## src/rtl/sample_out_pkg.sv

```systemverilog
package sample_out_pkg;

    localparam int SAMPLE_W = 24;
    localparam int STATUS_W = 8;
    localparam int WORD_W   = SAMPLE_W + STATUS_W;

    typedef enum logic [1:0] {
        ST_IDLE,
        ST_LOAD,
        ST_LOW,
        ST_HIGH
    } tx_state_t;

    function automatic logic [WORD_W-1:0] pack_word(
        input logic [SAMPLE_W-1:0] smp,
        input logic [STATUS_W-1:0] sts
    );
        return {smp, sts};
    endfunction

endpackage

```

## src/rtl/edge_sync.sv

```systemverilog
module edge_sync #(
    parameter int STAGES = 2
) (
    input  logic clk,
    input  logic rst_n,
    input  logic async_in,
    output logic rise
);
    logic [STAGES-1:0] sync_q;
    logic              last_q;

    always_ff @(posedge clk) begin
        if (!rst_n) begin
            sync_q <= '0;
            last_q <= 1'b0;
        end else begin
            sync_q <= {sync_q[STAGES-2:0], async_in};
            last_q <= sync_q[STAGES-1];
        end
    end

    assign rise = sync_q[STAGES-1] & ~last_q;
endmodule

```

## src/rtl/word_fifo.sv

```systemverilog
module word_fifo #(
    parameter int WIDTH = 32,
    parameter int DEPTH = 8
) (
    input  logic             clk,
    input  logic             rst_n,
    input  logic             wr_en,
    input  logic [WIDTH-1:0] wr_data,
    input  logic             rd_en,
    output logic [WIDTH-1:0] rd_data,
    output logic             full,
    output logic             empty
);
    localparam int AW = $clog2(DEPTH);

    logic [WIDTH-1:0] mem [DEPTH];
    logic [AW:0]      wr_ptr;
    logic [AW:0]      rd_ptr;

    assign empty   = (wr_ptr == rd_ptr);
    assign full    = (wr_ptr[AW] != rd_ptr[AW]) && (wr_ptr[AW-1:0] == rd_ptr[AW-1:0]);
    assign rd_data = mem[rd_ptr[AW-1:0]];

    always_ff @(posedge clk) begin
        if (wr_en && !full) begin
            mem[wr_ptr[AW-1:0]] <= wr_data;
        end
    end

    always_ff @(posedge clk) begin
        if (!rst_n) begin
            wr_ptr <= '0;
            rd_ptr <= '0;
        end else begin
            if (wr_en && !full) begin
                wr_ptr <= wr_ptr + 1'b1;
            end
            if (rd_en && !empty) begin
                rd_ptr <= rd_ptr + 1'b1;
            end
        end
    end
endmodule

```

## src/rtl/sample_out_port.sv

```systemverilog
module sample_out_port
    import sample_out_pkg::*;
#(
    parameter int FIFO_DEPTH  = 8,
    parameter int HALF_CYC    = 2,
    parameter int SYNC_STAGES = 2
) (
    input  logic                clk,
    input  logic                rst_n,
    input  logic                smp_valid,
    input  logic [SAMPLE_W-1:0] smp_data,
    input  logic [STATUS_W-1:0] smp_status,
    input  logic                req_mode,
    input  logic                token_in,
    input  logic                poll_in,
    output logic                ready,
    output logic                sclk,
    output logic                sdata,
    output logic                overflow
);
    localparam int BIT_W  = $clog2(WORD_W);
    localparam int HALF_W = (HALF_CYC > 1) ? $clog2(HALF_CYC) : 1;
    localparam logic [BIT_W-1:0]  LAST_BIT  = BIT_W'(WORD_W - 1);
    localparam logic [HALF_W-1:0] HALF_LAST = HALF_W'(HALF_CYC - 1);

    tx_state_t         state_q, state_d;
    logic [WORD_W-1:0] shreg_q;
    logic [BIT_W-1:0]  bit_q;
    logic [HALF_W-1:0] half_q;
    logic              half_done;
    logic              token_rise, poll_rise, start_req;
    logic              fifo_full, fifo_empty;
    logic [WORD_W-1:0] fifo_rd;
    logic              overflow_q;

    // Handshake synchronizers
    edge_sync #(.STAGES(SYNC_STAGES)) u_tok_sync (
        .clk(clk), .rst_n(rst_n), .async_in(token_in), .rise(token_rise)
    );
    edge_sync #(.STAGES(SYNC_STAGES)) u_poll_sync (
        .clk(clk), .rst_n(rst_n), .async_in(poll_in), .rise(poll_rise)
    );

    word_fifo #(.WIDTH(WORD_W), .DEPTH(FIFO_DEPTH)) u_fifo (
        .clk     (clk),
        .rst_n   (rst_n),
        .wr_en   (smp_valid),
        .wr_data (pack_word(smp_data, smp_status)),
        .rd_en   (state_q == ST_LOAD),
        .rd_data (fifo_rd),
        .full    (fifo_full),
        .empty   (fifo_empty)
    );

    assign start_req = !fifo_empty && (req_mode ? poll_rise : token_rise);
    assign half_done = (half_q == HALF_LAST);

    // State register
    always_ff @(posedge clk) begin
        if (!rst_n) begin
            state_q <= ST_IDLE;
        end else begin
            state_q <= state_d;
        end
    end

    // Next-state logic
    always_comb begin
        state_d = state_q;
        unique case (state_q)
            ST_IDLE: if (start_req) state_d = ST_LOAD;
            ST_LOAD: state_d = ST_LOW;
            ST_LOW:  if (half_done) state_d = ST_HIGH;
            ST_HIGH: if (half_done) state_d = (bit_q == LAST_BIT) ? ST_IDLE : ST_LOW;
            default: state_d = ST_IDLE;
        endcase
    end

    // Shift datapath and phase timing
    always_ff @(posedge clk) begin
        if (!rst_n) begin
            shreg_q <= '0;
            bit_q   <= '0;
            half_q  <= '0;
        end else begin
            unique case (state_q)
                ST_IDLE: begin
                    half_q <= '0;
                end
                ST_LOAD: begin
                    shreg_q <= fifo_rd;
                    bit_q   <= '0;
                    half_q  <= '0;
                end
                ST_LOW: begin
                    half_q <= half_done ? '0 : half_q + 1'b1;
                end
                ST_HIGH: begin
                    half_q <= half_done ? '0 : half_q + 1'b1;
                    if (half_done && bit_q != LAST_BIT) begin
                        shreg_q <= {shreg_q[WORD_W-2:0], 1'b0};
                        bit_q   <= bit_q + 1'b1;
                    end
                end
                default: half_q <= '0;
            endcase
        end
    end

    // Sticky overflow
    always_ff @(posedge clk) begin
        if (!rst_n) begin
            overflow_q <= 1'b0;
        end else if (smp_valid && fifo_full) begin
            overflow_q <= 1'b1;
        end
    end

    // Outputs
    always_comb begin
        ready    = 1'b0;
        sclk     = 1'b0;
        sdata    = 1'b0;
        overflow = overflow_q;
        unique case (state_q)
            ST_IDLE: ready = 1'b1;
            ST_LOAD: ready = 1'b0;
            ST_LOW:  sdata = shreg_q[WORD_W-1];
            ST_HIGH: begin
                sclk  = 1'b1;
                sdata = shreg_q[WORD_W-1];
            end
            default: ready = 1'b0;
        endcase
    end
endmodule

```

## config.mk

```make
export PLATFORM = sky130hd
export DESIGN_NAME = sample_out_port
export DESIGN_NICKNAME = d
export VERILOG_FILES = /design/src/rtl/sample_out_pkg.sv /design/src/rtl/edge_sync.sv /design/src/rtl/word_fifo.sv /design/src/rtl/sample_out_port.sv
export SDC_FILE = /design/constraint.sdc
export NUM_CORES = 1
export LEC_CHECK = 0
export ABC_AREA = 1
export BUFFER_PORTS_ARGS = -buffer_cell sky130_fd_sc_hd__buf_2
export CORE_ASPECT_RATIO = 1.5
export CORE_MARGIN = 2
export CORE_UTILIZATION = 45
export DETAILED_ROUTE_END_ITERATION = 6
export PLACE_DENSITY = 0.61
export SKIP_CTS_REPAIR_TIMING = 1
export SYNTH_ARGS = -nofsm -noshare
export SYNTH_HDL_FRONTEND = slang
export SYNTH_HIERARCHICAL = 1
export SYNTH_SLANG_ARGS = --single-unit
```

## constraint.sdc

```tcl
create_clock -name clk -period 5.6 [get_ports clk]
set_clock_uncertainty 0.2 [all_clocks]
set_input_delay 0.28 -clock clk [delete_from_list [all_inputs] [get_ports clk]]
set_output_delay 0.28 -clock clk [all_outputs]
set_load 0.02 [all_outputs]
```

==> results of run 1 <==
## cell families (layout without fill, tap and decap cells)
| logic type | count (synthesis) | after routing |
|---|---|---|
| DFF | 314 | 314 |
| buffers and inverters | 106 | 184 |
| and+or+nand+nor | 544 | 544 |
| adders and majority gates | 4 | 4 |
| AOI/OAI and AO/OA | 244 | 244 |
## where the power goes
group	switching [W]	total, W	internal, W
sequential	0.0000418	0.00264	0.00260
combinational	0.000272	0.000406	0.000133
clock	0.000802	0.00185	0.00104
## state kept, by name (all words and copies together) (netlist names), named ones only
name / cells
half_done: 1
state_q: 2
shreg_q: 32
u_fifo/wr_ptr: 4
overflow: 1
u_fifo/mem: 256
u_tok_sync/last_q: 1
u_poll_sync/sync_q: 2
u_tok_sync/sync_q: 2
bit_q: 5
u_fifo/rd_ptr: 4
u_poll_sync/last_q: 1
## worst register-to-register path, cell delays in order, from the launching register on
cell and delay, ps:
dfxtp_1 420, inv_1 80, nand2_1 90, nand2_1 50
nand4_1 300, nand3_1 400, nor2_4 700, buf_4 390
## cells in the final DEF, fill, tap and decap left out, drive strengths merged, types with 4 or more instances in the layout
master / instances
buf: 56
ha: 4
o21ai: 227
inv: 38
nand2: 237
clkbuf: 39
dlygate4sd3: 36
dfxtp: 58
edfxtp: 256
a21oi: 16
clkinv: 12
nand3: 15
nor2: 290
## layer usage
metal / vias up / track usage, % / part of all wire, %
met3: 57 / 2.47 / 3.6
met2: 157 / 32.9 / 50
met1: 4088 / 23.0 / 43
li1: 4208 / - / -
met4: 0 / 6.83 / 3.1
met5: - / 0 / 0
## how the worst max path moves through the flow
stage / start / to / slack, ps / depth (start not counted)
after CTS: u_fifo/wr_ptr[0] / u_fifo/mem[2][27] / 2570 / 7
after floorplan: u_fifo/wr_ptr[0] / u_fifo/mem[0][0] / 2670 / 7
after detailed placement: u_fifo/wr_ptr[0] / u_fifo/mem[2][3] / 2600 / 7
after global routing: u_fifo/wr_ptr[0] / u_fifo/mem[2][27] / 2370 / 7
final: u_fifo/wr_ptr[0] / u_fifo/mem[2][27] / 2640 / 7
after global placement: u_fifo/wr_ptr[0] / u_fifo/mem[2][3] / 2630 / 7
## cell type report
cell class,count,area [µm²]
Fill cell,2442,13600
Sequential cell,314,8860
Multi-Input combinational cell,792,3500
Clock buffer,39,763
Timing Repair Buffer,92,678
Tap cell,346,433
Inverter,39,155
Clock inverter,14,118
## through the flow
| stage | power [W] | cells |
|---|---|---|
| finish | 0.00489 | 1636 |
| global route | 0.00509 | 1636 |
| CTS | 0.00493 | 1600 |
| detailed placement | 0.00308 | 1547 |
| global placement | 0.00307 | 1547 |
| floorplan | 0.00297 | 1212 |
==> qor.yml, run 1 <==
sta:
  fin_ws_ps: 2640
  period_minus_slack_ps: 2960
  max_slew_margin_pct: 22.3
  fmax_ghz: 0.337
  holdWs_ps: 118
  fin_tns_setup_ps: 0
  worst_pin_slew_ps: 1170
  rsz0062_at_grt: "no"
  finalSetupViolations: 0
  period_share_pct: 52.9
  hold_viol_final: 0
  maxSlewViolCount: 0
logic_synthesis:
  synthMuxAreaShare_pct: 0
  ys.flop_type: "edfxtp_1"
  synth_top_family_by_area: "simple AND/OR/NAND/NOR gates"
  ys_ff_latch: 314
  synth_simple_gate_area_share_pct: 16.9
  seq_area_frac_synth_pct: 68.7
  post-synth-top-count-cell: "nor2_1"
  synth-adder-area-share_pct: 0.389
  synth_top_area_cell: "edfxtp_1"
  synth_edf_count: 256
  synth-async-reset-ratio_pct: 0
  synth_top_area_share_pct: 59.7
  synth_xor_area_share_pct: 0
  ys.warnings.count: 6
  synthesis.area_um2: 12900
  synth_cell_types: 29
  synth.top_cells.by_count: "nor2_1 (266), edfxtp_1 (256), nand2_1 (233), o21ai_0 (163), o21ai_1 (64)"
  synth_cells: 1212
  synth_compound_area_share_pct: 9.49
  syn-num-nets: 1254
  synth.top_cells.by_area: "edfxtp_1 (60%), dfxtp_1 (9.0%), nor2_1 (7.8%)"
  syn_avg_cell_area_um2: 10.6
floorplanning:
  start_util_pct: 45.9
  core_area_um2: 28100
  die-height_um: 211
  die_w_um: 142
  num_io_pins: 42
  die-area_um2: 30000
  num_rows: 75
setup_path:
  rrSetupSlack_ps: 2640
  timing.rr.end: "u_fifo/mem[2][27]"
  path_class: "register to register"
  cp-start-kind: "register"
  path_delay_family: "simple AND/OR/NAND/NOR gates"
  crit_path_end_kind: "register"
  path_common_cell: "nand2_1"
  rr_worst_depth: 7
  crit_chain: "inv_1 > nand2_1 > nand2_1 > nand4_1 > nand3_1 > nor2_4 > buf_4"
  cp_slowest_cell: "nor2_4"
  cp.required_ps: 5620
  worst-path-max-fanout: 19
  crit_arrival_ps: 2980
  crit_buf_inv: 2
  critPathMaxStageDelay_ps: 700
  worstReg2RegStart: "u_fifo/wr_ptr[0]"
drt:
  num_vias: 8510
  drcViolationCount: 0
  drt-total-wl_um: 27600
  detail-route-antenna-nets: 0
  first_iter_violations: 614
  dr.pass1.iters: 4
  vias_per_cell: 5.20
  post_drt_wl_per_cell_um: 16.8
outcome:
  status: "finished clean"
worst_hold_path:
  hp-start: "rst_n"
  min_to: "u_tok_sync/sync_q[0]"
  worstHoldPathType: "primary input to register"
  hold_depth: 4
place:
  io_buffers: 41
  post-place-ws_ps: 2600
  gp_congestion: 0.758
  dp_hpwl_um: 14300
  postPlaceCellArea_um2: 13300
grt:
  grtUsageTotal_pct: 18.5
  overflow: 0
  antenna_found_initial: 0
  grt_max_degree: 105
  grt_pass1_wl_um: 43500
  first_global_vias: 8175
final_layout:
  layout.nets: 1310
  syn2layout_area_growth_pct: 12.6
  final_area_um2: 14500
  antenna_cells: 0
  final_core_util_pct: 51.7
  drive_above_1_share_pct: 10.4
clock_network:
  clkTransAtPathRegs_ps: 60
  cts_max_path_buffers: 3
  htreeDepth: 1
  clock_latency_ps: 540
  cts.sinks: 314
  cts-buffers-inserted: 29
  clockRootBuffer: "clkbuf_16"
  cts_tree: "yes"
pwr:
  p_leak_nw: 5.40
  pwr_density_cell_nw_per_um2: 337
  ir_drop_mv: 0.294
run:
  cap_violations: 0
(Power assumes the default switching activity.)
==> inputs of run 2 (changes only) <==
Clock period 5.6 ns to 3.1 ns, I/O delays scaled along.
==> run 2 against run 1 <==
Combinational power rose by 95%. Highest routed layer unchanged. Register-to-register slack worse by 2200 ps. Sequential power grew 80%. First-iteration DRC count down 1.6%. Die area unchanged. Worst hold slack better by 6.5 ps. Sequential cell count did not move. Design area increased by 1.8%.
==> qor.yml, run 2 (synthesis results as in run 1) <==
outcome:
  status: "finished clean"
final_layout:
  antenna_cells: 0
  layout.nets: 1322
  seq_area_um2: 8860
  multi_input_area_um2: 3500
  syn2layout_area_growth_pct: 14.6
  fill_cells: 2418
  final_cell_mix: "nor2_1 (259), edfxtp_1 (256), nand2_1 (233)"
  largest_register_ffs: 256
  final_common_cell: "nor2_1"
  final_core_util_pct: 52.6
  drive_above_1_share_pct: 11.0
setup_path:
  crit_path_end_kind: "register"
  cp.required_ps: 3160
  cp-start-kind: "register"
  crit_arrival_ps: 2720
  rrSetupSlack_ps: 440
  path_class: "register to register"
  worst-path-max-fanout: 14
clock_network:
  cts_tree: "yes"
  clkTransAtPathRegs_ps: 60
  clock_latency_ps: 560
  clockRootBuffer: "clkbuf_16"
  htreeDepth: 1
  cts-buffers-inserted: 30
  cts_max_path_buffers: 3
  cts.sinks: 314
sta:
  hold_viol_final: 0
  period_share_pct: 85.8
  fmax_ghz: 0.376
  maxSlewViolCount: 0
  fin_tns_setup_ps: 0
  max_slew_margin_pct: 58.0
  fin_ws_ps: 441
  period_minus_slack_ps: 2660
  worst_pin_slew_ps: 630
  finalSetupViolations: 0
  rsz0062_at_grt: "no"
place:
  gp_congestion: 0.796
  io_buffers: 41
  post-place-ws_ps: 460
  dp_hpwl_um: 16500
worst_hold_path:
  worstHoldPathType: "primary input to register"
floorplanning:
  num_io_pins: 42
  die-area_um2: 30000
  core_area_um2: 28100
  start_util_pct: 45.9
  die-height_um: 211
  die_w_um: 142
  num_rows: 75
drt:
  dr.pass1.iters: 5
  drt-total-wl_um: 28400
  post_drt_wl_per_cell_um: 17.2
  first_iter_violations: 604
  drcViolationCount: 0
  vias_per_cell: 5.20
  num_vias: 8575
  detail-route-antenna-nets: 0
grt:
  grt_max_degree: 129
  antenna_found_initial: 0
  grt_pass1_wl_um: 44300
  first_global_vias: 8097
  grtUsageTotal_pct: 19.0
  overflow: 0
pwr:
  p_total_w: 0.00909
  pwr_density_cell_nw_per_um2: 616
  p_leak_nw: 5.51
  ir_drop_mv: 0.467
run:
  cap_violations: 0
-- run 2: final timing paths --
path	end	from	depth (start not counted)
max	u_fifo/mem[3][16]	u_fifo/wr_ptr[0]	7
min	u_tok_sync/sync_q[0]	token_in	4
max reg2reg	u_fifo/mem[3][16]	u_fifo/wr_ptr[0]	7
min reg2reg	u_poll_sync/sync_q[1]	u_poll_sync/sync_q[0]	2
-- run 2: layout make-up --
class                   instances  area share, %
inverters                      39           1.05
clock inverters                12          0.915
repair buffers                103           5.82
flip-flops and latches        314           60.0
clock buffers                  43           5.56
multi-input cells             792           23.7
well taps                     346           2.93
-- run 2: per-layer routing --
metal / track usage, % / routed length [µm] / up-vias / share of wire [%]
li1: - / - / 4227 / -
met1: 23.7 / 11700 / 4162 / 41
met2: 34.1 / 15000 / 149 / 53
met3: 2.31 / 1030 / 37 / 3.6
met4: 6.14 / 655 / 0 / 2.3
met5: 0 / 0 / - / 0
-- run 2: stage by stage --
step | area, µm² | instances | hold WS [ps]
finish | 14800 | 1649 | 124
detailed placement | 13400 | 1554 | 141
global route | 14800 | 1649 | 112
global placement | 13400 | 1554 | 145
CTS | 14400 | 1609 | -444
floorplan | 12900 | 1212 | 48.5
-- run 2: critical path, stage by stage, from the launching register on --
cell and delay (ps):
dfxtp_1 420, inv_1 80, nand2_1 90, nand2_1 50
nand4_1 340, nand3_1 370, nor2_4 510, buf_4 300
-- run 2: report_power, final --
| part | total [W] | internal, W | switching (W) |
|---|---|---|---|
| Sequential | 0.00476 | 0.00469 | 0.0000612 |
| Combinational | 0.000790 | 0.000260 | 0.000530 |
| Clock | 0.00355 | 0.00208 | 0.00147 |
